[src/rtl/adc_guard_pkg.sv]
package adc_guard_pkg;

  localparam int unsigned NCH = 2;

  // Level about 1.16 dB under full scale: full-scale magnitude times 7/8.
  function automatic longint unsigned near_fs_thr(input int unsigned w);
    longint unsigned fs;
    fs = (64'd1 << (w - 1)) - 64'd1;
    return (fs * 64'd7) >> 3;
  endfunction

  function automatic int unsigned max_u(input int unsigned a, input int unsigned b);
    return (a > b) ? a : b;
  endfunction

endpackage

[src/rtl/agd_level_cmp.sv]
module agd_level_cmp #(
  parameter int unsigned W   = 20,
  parameter logic [W-2:0] THR = '0
) (
  input  logic [W-1:0] smp,
  output logic         over
);

  localparam logic [W-1:0] MOST_NEG = {1'b1, {(W-1){1'b0}}};

  logic [W-1:0] neg;
  logic [W-2:0] mag;

  always_comb begin
    neg = -smp;
    if (!smp[W-1]) begin
      mag = smp[W-2:0];
    end else if (smp == MOST_NEG) begin
      mag = '1;                       // saturate instead of wrapping
    end else begin
      mag = neg[W-2:0];
    end
    over = (mag > THR);
  end

endmodule

[src/rtl/agd_hold_timer.sv]
module agd_hold_timer #(
  parameter int unsigned HOLD_PER = 512,
  parameter int unsigned CW       = $clog2(HOLD_PER + 1)
) (
  input  logic clk,
  input  logic rst_n,
  input  logic tick,
  input  logic trig,
  output logic active
);

  localparam logic [CW-1:0] LOAD = CW'(HOLD_PER);

  logic [CW-1:0] cnt_q, cnt_d;

  always_comb begin
    cnt_d = cnt_q;
    if (trig) begin
      cnt_d = LOAD;
    end else if (tick && (cnt_q != '0)) begin
      cnt_d = cnt_q - 1'b1;
    end
  end

  always_ff @(posedge clk or negedge rst_n) begin
    if (!rst_n) begin
      cnt_q <= '0;
    end else begin
      cnt_q <= cnt_d;
    end
  end

  assign active = (cnt_q != '0);

endmodule

[src/rtl/agd_start_mute.sv]
module agd_start_mute #(
  parameter int unsigned MUTE_SHORT = 1024,
  parameter int unsigned MUTE_LONG  = 12288,
  parameter int unsigned CW         = 14
) (
  input  logic          clk,
  input  logic          rst_n,
  input  logic          tick,
  input  logic          restart,
  input  logic          dcf_en,
  output logic          mute,
  output logic          pend_o,
  output logic [CW-1:0] cnt_o
);

  localparam logic [CW-1:0] LEN_S = CW'(MUTE_SHORT);
  localparam logic [CW-1:0] LEN_L = CW'(MUTE_LONG);

  logic          pend_q, pend_d;
  logic          dcf_q;
  logic [CW-1:0] cnt_q, cnt_d;
  logic [CW-1:0] len_sel;
  logic          dcf_chg;

  always_comb begin
    len_sel = dcf_en ? LEN_L : LEN_S;
    dcf_chg = (dcf_en != dcf_q);
    cnt_d   = cnt_q;
    if (pend_q) begin
      cnt_d = len_sel;
    end else if ((cnt_q != '0) && dcf_chg) begin
      cnt_d = (cnt_q > len_sel) ? cnt_q : len_sel;
    end else if (tick && (cnt_q != '0)) begin
      cnt_d = cnt_q - 1'b1;
    end
    pend_d = restart;
  end

  always_ff @(posedge clk or negedge rst_n) begin
    if (!rst_n) begin
      pend_q <= 1'b1;
      cnt_q  <= '0;
      dcf_q  <= 1'b0;
    end else begin
      pend_q <= pend_d;
      cnt_q  <= cnt_d;
      dcf_q  <= dcf_en;
    end
  end

  assign mute   = pend_q | (cnt_q != '0);
  assign pend_o = pend_q;
  assign cnt_o  = cnt_q;

endmodule

[src/rtl/adc_out_guard.sv]
module adc_out_guard
  import adc_guard_pkg::*;
#(
  parameter int unsigned SMP_W      = 20,
  parameter int unsigned HOLD_PER   = 512,
  parameter int unsigned MUTE_SHORT = 1024,
  parameter int unsigned MUTE_LONG  = 12288
) (
  input  logic             clk,
  input  logic             rst_n,
  input  logic             fs_tick,
  input  logic             smp_vld,
  input  logic [SMP_W-1:0] smp_left,
  input  logic [SMP_W-1:0] smp_right,
  input  logic             dcf_en,
  input  logic             restart,
  output logic             ovl_flag,
  output logic             sdo_en
);

  localparam logic [SMP_W-2:0] THR   = (SMP_W-1)'(near_fs_thr(SMP_W));
  localparam int unsigned      HOLD_W = $clog2(HOLD_PER + 1);
  localparam int unsigned      MUTE_W = $clog2(max_u(MUTE_SHORT, MUTE_LONG) + 1);

  // reset: asserted asynchronously, released on the clock
  logic [1:0] rst_sync;
  logic       rst_s_n;

  always_ff @(posedge clk or negedge rst_n) begin
    if (!rst_n) begin
      rst_sync <= 2'b00;
    end else begin
      rst_sync <= {rst_sync[0], 1'b1};
    end
  end
  assign rst_s_n = rst_sync[1];

  logic [SMP_W-1:0] ch_smp  [NCH];
  logic [NCH-1:0]   ch_over;

  assign ch_smp[0] = smp_left;
  assign ch_smp[1] = smp_right;

  for (genvar c = 0; c < NCH; c++) begin : g_ch
    agd_level_cmp #(.W(SMP_W), .THR(THR)) u_cmp (
      .smp  (ch_smp[c]),
      .over (ch_over[c])
    );
  end

  logic              muting;
  logic              mute_pend;
  logic [MUTE_W-1:0] mute_cnt;
  logic [31:0]       mute_cnt32;
  logic              ovl_hit;

  assign ovl_hit = smp_vld & (|ch_over) & ~muting;

  agd_hold_timer #(.HOLD_PER(HOLD_PER), .CW(HOLD_W)) u_hold (
    .clk    (clk),
    .rst_n  (rst_s_n),
    .tick   (fs_tick),
    .trig   (ovl_hit),
    .active (ovl_flag)
  );

  agd_start_mute #(.MUTE_SHORT(MUTE_SHORT), .MUTE_LONG(MUTE_LONG), .CW(MUTE_W)) u_mute (
    .clk     (clk),
    .rst_n   (rst_s_n),
    .tick    (fs_tick),
    .restart (restart),
    .dcf_en  (dcf_en),
    .mute    (muting),
    .pend_o  (mute_pend),
    .cnt_o   (mute_cnt)
  );

  assign mute_cnt32 = 32'(mute_cnt);
  assign sdo_en     = ~muting;

endmodule

[config.mk]
export PLATFORM = sky130hd
export DESIGN_NAME = adc_out_guard
export DESIGN_NICKNAME = d
export VERILOG_FILES = /design/src/rtl/adc_guard_pkg.sv /design/src/rtl/agd_level_cmp.sv /design/src/rtl/agd_hold_timer.sv /design/src/rtl/agd_start_mute.sv /design/src/rtl/adc_out_guard.sv
export SDC_FILE = /design/constraint.sdc
export NUM_CORES = 1
export LEC_CHECK = 0
export BUFFER_PORTS_ARGS = -buffer_cell sky130_fd_sc_hd__buf_4
export CAP_MARGIN = 20
export CORE_ASPECT_RATIO = 0.7
export CORE_UTILIZATION = 40
export DETAILED_ROUTE_END_ITERATION = 8
export PLACE_DENSITY = 0.76
export SYNTH_ARGS = -nofsm -noshare
export SYNTH_HDL_FRONTEND = slang
export SYNTH_SLANG_ARGS = --single-unit
[constraint.sdc]
create_clock -name clk -period 3.92 [get_ports clk]
set_input_delay 0.392 -clock clk [delete_from_list [all_inputs] [get_ports clk]]
set_output_delay 0.392 -clock clk [all_outputs]
set_load 0.02 [all_outputs]
==> flow_summary.toml, run 1 <==
[global_route]
grt_start_max_net_pins = 27
gr-total-overflow = 0
grt_usage = 0.1947
grt_pass1_wl_mm = 7.044
grt_pass1_vias = 1592
antenna_found_initial = 0

[critical_path]
path_delay_family = "simple AND/OR/NAND/NOR gates"
worstSetupPathType = "reg2reg"
critPathBufInv = 1
crit_fanout = 9
cpPeakStageDelay_ns = 0.42
cp-end-kind = "register"
cp_cell_sequence = "inv_1 > ha_1 > nor3b_1 > nand4_1 > a311oi_4 > nor2_1 > a21oi_1 > o22ai_1"
reg2reg_depth = 8
crit_cells = 8
critical_path_required_ns = 4.05
critPathLaunchType = "register"
cp_data_arrival_time_ns = 2.47
worst_path_max_delay_cell = "a311oi_4"

[sta]
finalSetupTns_ns = 0
setup_viol = 0
slew_headroom = 0.5850
rsz0062_at_grt = "false"
finalCritPeriodShare = 0.5971
report.final.slew_viol_count = 0
worst_pin_slew_ns = 0.6177
fmax_ghz = 0.4272
min_period_ns = 2.341
hold_viol = 0
finClkSkew_ns = 0.01397

[cts]
path_clk_slew_ns = 0.09
postCtsHoldBufs = 1
clock_path_buffers = 2
cts-buffers-inserted = 3
cts_root_buffer = "clkbuf_8"
cts-resized-gates = 0
htree_levels = 1
cts_setup_buffers = 0
cts_tree = "done"
clkSinkCount = 28
clk-insertion-delay-late_ns = 0.28

[final_layout]
fin_nets = 302
n_antenna_cell = 0
regArea_um2 = 701.9
multi_input_area_um2 = 1007
area_delta_synth_final_pct = 27.95
layout-drive-gt1-share = 0.2500
num-fill-cells = 362
final_util = 0.5537

[synthesis]
synth.area.top_cells = "dfrtp_1 38%, nor2_1 7.0%, xor2_1 6.5%, ha_1 5.0%, nor4_1 3.6%"
avgSynthCellArea_um2 = 8.930
synth_top_area_frac = 0.3841
synth_common_cells = "33 x nor2_1, 27 x dfrtp_1, 14 x nand2_1"
synth_edf_count = 0
synth.distinct_cells = 46
synth_area_leader_cell = "dfrtp_1"
syn_inst = 197
ys_warn_count = 0
synth_area_um2 = 1759
yosysSeqAreaShare = 0.3990
syn-num-nets = 250
synthFlopType = "dfrtp_1"
ys_seq_elements = 28
async_reset_ff_frac = 1.000
yosysMostFrequentCell = "nor2_1"

[drt]
wl_per_cell_um = 13.27
dr.pass1.iters = 4
totalWireLength_mm = 3.980
first_iter_violations = 71
vias_per_cell = 5.357
drc_errors = 0
via_count = 1607
ant_nets = 0

[floorplan]
chipHeight_um = 57.49
fp.dieW_um = 81.27
num_rows = 19
initial_utilization = 0.4327
ioPinCount = 48
die-area_um2 = 4672
coreArea_um2 = 4065

[power]
pwr-share-comb = 0.452
seq_power_share = 0.417
powerDensity_nw_per_um2 = 548.3
switching_power_uw = 510.2
p_int_uw = 723.9
total_power_mw = 1.234
sw_frac_of_total = 0.4134
p_leak_nw = 1.026
vdd_ir_drop_max_v = 0.0003083
p_clk_frac = 0.131

[hold_path]
hp-class = "reg2async"

[place]
dp_hpwl_mm = 3.209
numPortBuffers = 47
place.gp.congestion = 0.8592

[status]
status = "finished, final reports clean"

[run]
maxCapViolations = 0
[registers in the layout (all words and copies together), names as in the netlist]
name / cells
u_mute.cnt_o: 14
u_mute.dcf_q: 1
u_hold.cnt_q: 10
u_mute.pend_o: 1
rst_sync: 2
[routing by layer]
metal,up-vias,GRT usage,part of all wire
li1,802,-,-
met1,767,0.2707,0.50
met2,32,0.3083,0.45
met3,6,0.04960,0.035
met4,0,0.03316,0.0093
met5,-,0,0
[worst paths after layout]
kind / from / end / slack, ns
setup / recovery: u_mute.cnt_o[0] / u_mute.cnt_o[10] / 1.58
hold / removal: rst_sync[1] / u_hold.cnt_q[5] / 0.14
setup reg to reg: u_mute.cnt_o[0] / u_mute.cnt_o[10] / 1.58
hold reg to reg: rst_sync[1] / u_hold.cnt_q[5] / 0.14
max in group asynchronous: rst_sync[1] / u_mute.pend_o / 3.30
min in group clk: restart / u_mute.pend_o / 0.22
[placed cells by master, fill, tap and decap left out, types with 2 or more instances in the layout]
cell | Yosys | routed
nand2_1 | 14 | 14
nand2b_1 | 5 | 5
nor2_1 | 33 | 33
ha_1 | 7 | 7
a21oi_1 | 6 | 6
nor3_1 | 11 | 11
nor4_1 | 10 | 10
nand4_1 | 4 | 4
nor3_2 | 2 | 2
nand3b_1 | 2 | 2
buf_4 | 0 | 47
o211ai_1 | 3 | 3
clkbuf_8 | 0 | 3
or3_1 | 2 | 2
nor3b_1 | 2 | 2
xnor2_1 | 4 | 4
dfrtp_1 | 27 | 27
o21ai_0 | 12 | 12
xor2_1 | 13 | 13
nand4b_1 | 2 | 2
inv_1 | 11 | 11
[area by class of cell]
| type | count | share of cell area |
|---|---|---|
| inverters | 11 | 0.01834 |
| clock buffers | 4 | 0.02001 |
| repair buffers | 49 | 0.1734 |
| well taps | 52 | 0.02890 |
| flip-flops and latches | 28 | 0.3118 |
| multi-input cells | 156 | 0.4475 |
[power by group through the flow]
| stage | clock network, mW | registers, mW | logic, mW |
|---|---|---|---|
| floorplan | 0 | 0.492 | 0.426 |
| global placement | 0 | 0.518 | 0.536 |
| detailed placement | 0 | 0.521 | 0.550 |
| CTS | 0.167 | 0.517 | 0.553 |
| global route | 0.180 | 0.530 | 0.637 |
| finish | 0.162 | 0.514 | 0.558 |
[metrics by stage]
stage	hold slack (ns)	std cells	setup slack (ns)	instance area, um^2
floorplan	0.09641	197	1.908	1759
global placement	0.1756	294	1.601	2168
detailed placement	0.1765	294	1.500	2168
CTS	0.2160	299	1.593	2223
global route	0.1618	300	1.345	2251
finish	0.1362	300	1.579	2251
[cell families (layout without fill, tap and decap cells)]
group | after synthesis | count (layout) | share of synthesized area
adders and majority gates | 7 | 7 | 0.04978
and+or+nand+nor | 97 | 97 | 0.2987
muxes | 2 | 2 | 0.01209
xor gates and xnor gates | 17 | 17 | 0.08464
AOI/OAI and AO/OA | 32 | 32 | 0.1252
other | 1 | 1 | 0.002132
DFF | 28 | 28 | 0.3990
buffers and inverters | 13 | 64 | 0.02844
[worst reg2reg max path: stages, from the launching register on]
cell	delay (ns)
dfrtp_1	0.41
inv_1	0.07
ha_1	0.18
nor3b_1	0.39
nand4_1	0.24
a311oi_4	0.42
nor2_1	0.23
a21oi_1	0.17
o22ai_1	0.10
(Power assumes the default switching activity.)
==> run 2, diff against run 1 <==
Settings changed: PLACE_DENSITY 0.76 to 0.78.
Clock period 3.92 ns to 2 ns, I/O delays scaled along.
==> run 2 against run 1 <==
  * Clock power rose to 2.7 times the previous value
  * Count of clock-buffer cells in the layout fell by 1
  * Hold slack worse by 0.11 ns
  * Clock skew is 0.012 ns lower
  * Via count grew 2.6%
  * Sequential power up 94%
  * Setup slack worse by 1.6 ns
  * Highest routed layer unchanged
  * Utilization up 6.1 points
  * Critical endpoint is now u_mute.cnt_o[9]
  * Register-to-register slack got worse by 1.6 ns
==> flow_summary.toml, run 2 (synthesis results as in run 1) <==
[global_route]
grt_pass1_vias = 1528
grt_start_max_net_pins = 27
gr-total-overflow = 0
antenna_found_initial = 0
grt_usage = 0.1839
grt_pass1_wl_mm = 6.665

[cts]
path_clk_slew_ns = 0.10
clock_path_buffers = 2
clk-insertion-delay-late_ns = 0.27
cts-buffers-inserted = 3
htree_levels = 1
cts_root_buffer = "clkbuf_8"
cts_tree = "done"
clkSinkCount = 28

[critical_path]
cp_data_arrival_time_ns = 2.16
worstSetupPathType = "reg2reg"
r2r_setup_slack_ns = 0.003
reg2reg_depth = 8
worst_path_max_delay_cell = "dfrtp_1"
cp-end-kind = "register"
crit_path_start = "u_mute.cnt_o[10]"
reg2reg_from = "u_mute.cnt_o[10]"
cp_cell_sequence = "buf_4 > nor3_1 > and4_2 > a311oi_4 > buf_6 > o211ai_1 > xor2_1 > nor2_1"
r2r-end = "u_mute.cnt_o[9]"
critPathLaunchType = "register"
crit_end = "u_mute.cnt_o[9]"
crit_fanout = 8
critical_path_required_ns = 2.16
cpPeakStageDelay_ns = 0.41

[final_layout]
area_delta_synth_final_pct = 42.03
mostFrequentLayoutCells = "66 x buf_4, 31 x nor2_1, 27 x dfrtp_1, 14 x nand2_1, 13 x xor2_1"
final_common_cell = "buf_4"
n_antenna_cell = 0
layout-drive-gt1-share = 0.3596
fin_nets = 321
stdcell_count = 319
largest_reg_flops = 14

[sta]
worst_pin_slew_ns = 0.5136
finalSetupTns_ns = 0
slew_headroom = 0.6544
finalCritPeriodShare = 0.9985
finalWorstSetupSlack_ns = 0.003002
hold_viol = 0
rsz0062_at_grt = "true"
min_period_ns = 1.997
report.final.slew_viol_count = 0
setup_viol = 0
finClkSkew_ns = 0.001943
fmax_ghz = 0.5008

[drt]
dr.pass1.iters = 5
via_count = 1649
wl_per_cell_um = 13.20
totalWireLength_mm = 4.212
ant_nets = 0
first_iter_violations = 34
vias_per_cell = 5.169
drc_errors = 0

[power]
total_power_mw = 2.874
vdd_ir_drop_max_v = 0.0008139
powerDensity_nw_per_um2 = 1150
pwr-share-comb = 0.500
seq_power_share = 0.346
sw_frac_of_total = 0.3902
p_clk_frac = 0.154
switching_power_mw = 1.121
p_int_mw = 1.753
p_leak_nw = 1.137

[floorplan]
fp.dieW_um = 81.27
coreArea_um2 = 4065
chipHeight_um = 57.49
num_rows = 19
die-area_um2 = 4672
ioPinCount = 48
initial_utilization = 0.4327

[place]
placed_cells = 310
numPortBuffers = 47
dp_hpwl_mm = 3.155
place.gp.congestion = 0.8176
dp_worst_setup_slack_ns = -0.04556

[hold_path]
min_from = "restart"
hp-class = "in2reg"

[status]
status = "finished, final reports clean"

[run]
maxCapViolations = 0
run 2: cell count changes in the layout (fill, tap and decap cells not counted), sizes merged:
cell,delta
buf,+19
bufinv,+1
clkbuf,-1
run 2: cell type report:
cell class                 instances  area (um^2)
inverter                          11        41.29
fill                             341         1567
multi-input combinational        156         1102
timing repair buffer              68        516.7
clock inverter                     1        30.03
clock buffer                       3        41.29
sequential                        28        701.9
tap                               52        65.06
run 2: timing repair:
action	4_1_cts	5_1_grt
pin swaps	1	6
hold buffers	1	0
setup buffers	0	4
setup endpoints to repair	3	26
gates resized for setup	3	20
endpoints found under the hold margin	2	0
run 2: worst max-delay path, delay by kind of cell (launching register included):
family                 cells  cell delay, ns
AND/OR/NAND/NOR            3            0.71
flip-flops                 1            0.41
buffers and inverters      2            0.31
AO/OA/AOI/OAI              2            0.27
XOR/XNOR                   1            0.19
run 2: worst min-delay path by stage:
stage / endpoint / slack [ns] / depth (start not counted)
2_1_floorplan: rst_sync[0] / -0.1 / 0
6_report: u_mute.pend_o / 0.03 / 1
4_1_cts: u_mute.pend_o / 0.02 / 1
3_3_place_gp: rst_sync[0] / -0.02 / 1
3_5_place_dp: rst_sync[0] / -0.01 / 1
5_1_grt: u_mute.pend_o / 0.01 / 1
run 2: per-layer routing:
layer	part of all wire	global-route usage
met4	0.0024	0.01531
met2	0.46	0.3048
met5	0	0
met3	0.027	0.04320
met1	0.51	0.2530
run 2: power by group through the flow:
stage | Combinational [mW] | Sequential (mW) | Clock [mW]
after floorplan | 0.838 | 0.965 | 0
after global placement | 1.22 | 0.979 | 0
after detailed placement | 1.27 | 0.976 | 0
after CTS | 1.29 | 0.974 | 0.451
after global routing | 1.60 | 1.02 | 0.471
final | 1.44 | 0.995 | 0.442
run 2: stage by stage:
| step | utilization | hold slack (ns) | instance area, um^2 |
|---|---|---|---|
| finish | 0.6147 | 0.02900 | 2499 |
| global route | 0.6147 | 0.009839 | 2499 |
| CTS | 0.5866 | 0.01908 | 2385 |
| detailed placement | 0.5642 | -0.01384 | 2293 |
| global placement | 0.5642 | -0.01536 | 2293 |
| floorplan | - | -0.09559 | 1764 |
==> run 3, diff against run 2 <==
Settings changed: CELL_PAD_IN_SITES_DETAIL_PLACEMENT set to 0, CELL_PAD_IN_SITES_GLOBAL_PLACEMENT set to 2, CORE_UTILIZATION 40 to 29, CTS_BUF_LIST set to sky130_fd_sc_hd__clkbuf_4 sky130_fd_sc_hd__clkbuf_8, PLACE_DENSITY 0.78 to 0.91.
==> run 3 against run 2 <==
  * Via count shrank 1.8%
  * Register-to-register slack about the same
  * Cell area is 0.15% lower
  * Utilization fell by 18 points
  * Global-route usage is 3.1 points lower
  * Count of clock-buffer cells in the layout is the same
  * Clock power increased by 2%
  * Clock skew increased by 0.0012 ns
  * Die area increased by 37%
  * Flip-flop and latch count is the same
  * Largest power group unchanged
  * Highest routed layer unchanged
==> flow_summary.toml, run 3 (synthesis results as in run 1) <==
[global_route]
top_usage_layer = "met2"
grt_pass1_vias = 1640
antenna_found_initial = 0
gr-total-overflow = 0
met1_usage = 0.2161
grt_pass1_wl_mm = 7.700
use_met3 = 0.04279
grt_usage = 0.1527
grt_start_max_net_pins = 17
use_met2 = 0.2366

[cts]
clk-insertion-delay-late_ns = 0.28
path_clk_slew_ns = 0.10
clock_path_buffers = 2
cts_root_buffer = "clkbuf_8"
cts-buffers-inserted = 3
htree_levels = 1
cts_tree = "done"
clkSinkCount = 28

[sta]
finalCritPeriodShare = 0.9933
finClkSkew_ns = 0.003148
finalWorstSetupSlack_ns = 0.01341
holdWs_ns = 0.02147
rsz0062_at_grt = "true"
hold_viol = 0
min_period_ns = 1.987
setup_viol = 0
fmax_ghz = 0.5034
finalSetupTns_ns = 0
report.final.slew_viol_count = 0

[power]
total_power_mw = 2.815
p_clk_frac = 0.161
pwr-share-comb = 0.490
powerDensity_nw_per_um2 = 1128
p_int_mw = 1.734
p_leak_nw = 1.141
vdd_ir_drop_max_v = 0.0004984
sw_frac_of_total = 0.3841
switching_power_mw = 1.081
seq_power_share = 0.349

[final_layout]
fin_nets = 321
final_common_cell = "buf_4"
stdcell_count = 342
area_delta_synth_final_pct = 41.82
n_antenna_cell = 0
final_util = 0.4313
num-fill-cells = 560
largest_reg_flops = 14
multi_input_area_um2 = 1066
regArea_um2 = 701.9
fin_area_um2 = 2495
layout-drive-gt1-share = 0.3483
mostFrequentLayoutCells = "65 x buf_4, 32 x nor2_1, 27 x dfrtp_1, 13 x xor2_1, 12 x nand2_1"

[drt]
ant_nets = 0
drc_errors = 0
dr.pass1.iters = 4
first_iter_violations = 37
via_count = 1619
totalWireLength_mm = 4.329
wl_per_cell_um = 12.66
vias_per_cell = 4.734

[critical_path]
cp_cell_sequence = "ha_1 > a21oi_1 > o21ai_0 > buf_4 > a311oi_4 > buf_6 > o211ai_1 > xor2_1 > nor2_1"
reg2reg_from = "u_mute.cnt_o[13]"
crit_fanout = 8
critical_path_required_ns = 2.17
r2r-end = "u_mute.cnt_o[9]"
cpPeakStageDelay_ns = 0.39
cp_data_arrival_time_ns = 2.16
reg2reg_depth = 9
worst_path_max_delay_cell = "dfrtp_1"
r2r_setup_slack_ns = 0.01
cp-end-kind = "register"
critPathLaunchType = "register"
worstSetupPathType = "reg2reg"

[place]
dp_hpwl_mm = 3.393
numPortBuffers = 47
placed_area_um2 = 2337
place.gp.congestion = 0.7682
dp_worst_setup_slack_ns = -0.02112
placed_cells = 335

[hold_path]
min_to = "u_mute.pend_o"
holdPathStages = 1
min_from = "restart"
hp-class = "in2reg"

[floorplan]
chipHeight_um = 67.17
die-area_um2 = 6387
num_rows = 23
coreArea_um2 = 5784
initial_utilization = 0.3041
ioPinCount = 48
fp.dieW_um = 95.09

[status]
status = "finished, final reports clean"

[run]
maxCapViolations = 0
run 3: worst max-delay path, delay by kind of cell, from the launching register on:
kind	cells	cell delay, ns
buffers and inverters	2	0.33
XOR/XNOR	1	0.17
flip-flops	1	0.39
adder cells (fa/ha/maj)	1	0.31
AND/OR/NAND/NOR	1	0.05
AO/OA/AOI/OAI	4	0.63
run 3: worst max-delay path by stage:
stage	from	end	slack, ns	depth (start not counted)
floorplan	u_mute.cnt_o[0]	u_mute.cnt_o[2]	0.04	8
global placement	u_mute.cnt_o[0]	u_mute.cnt_o[2]	-0.02	8
detailed placement	u_mute.cnt_o[0]	u_mute.cnt_o[2]	-0.02	8
CTS	u_mute.cnt_o[10]	u_mute.cnt_o[11]	0.0002	9
global route	u_mute.cnt_o[0]	u_mute.cnt_o[5]	-0.16	9
finish	u_mute.cnt_o[13]	u_mute.cnt_o[9]	0.01	9
run 3: power groups by stage:
| stage | Clock [mW] | Combinational (mW) | Sequential (mW) |
|---|---|---|---|
| 2_1_floorplan | 0 | 0.838 | 0.965 |
| 3_3_place_gp | 0 | 1.27 | 0.980 |
| 3_5_place_dp | 0 | 1.28 | 0.978 |
| 4_1_cts | 0.460 | 1.30 | 0.978 |
| 5_1_grt | 0.486 | 1.57 | 1.01 |
| 6_report | 0.453 | 1.38 | 0.983 |
run 3: timing repair:
action,in CTS,in global routing
endpoints found under the hold margin,2,0
setup endpoints to repair,5,26
pin swaps,1,7
buffers inserted,0,2
cloned,0,0
gates resized for setup,4,19
hold buffers,1,0
run 3: layer usage:
layer,wire [um],vias up
met5,0,-
met3,125,6
met4,33,0
li1,-,842
met2,1928,15
met1,2242,756
run 3: cell type report:
class                           count  area share
Multi-Input combinational cell    156      0.4273
Clock buffer                        3     0.01655
Tap cell                           75     0.03761
Sequential cell                    28      0.2813
Inverter                           11     0.01655
Clock inverter                      1     0.01204
Timing Repair Buffer               68      0.2086
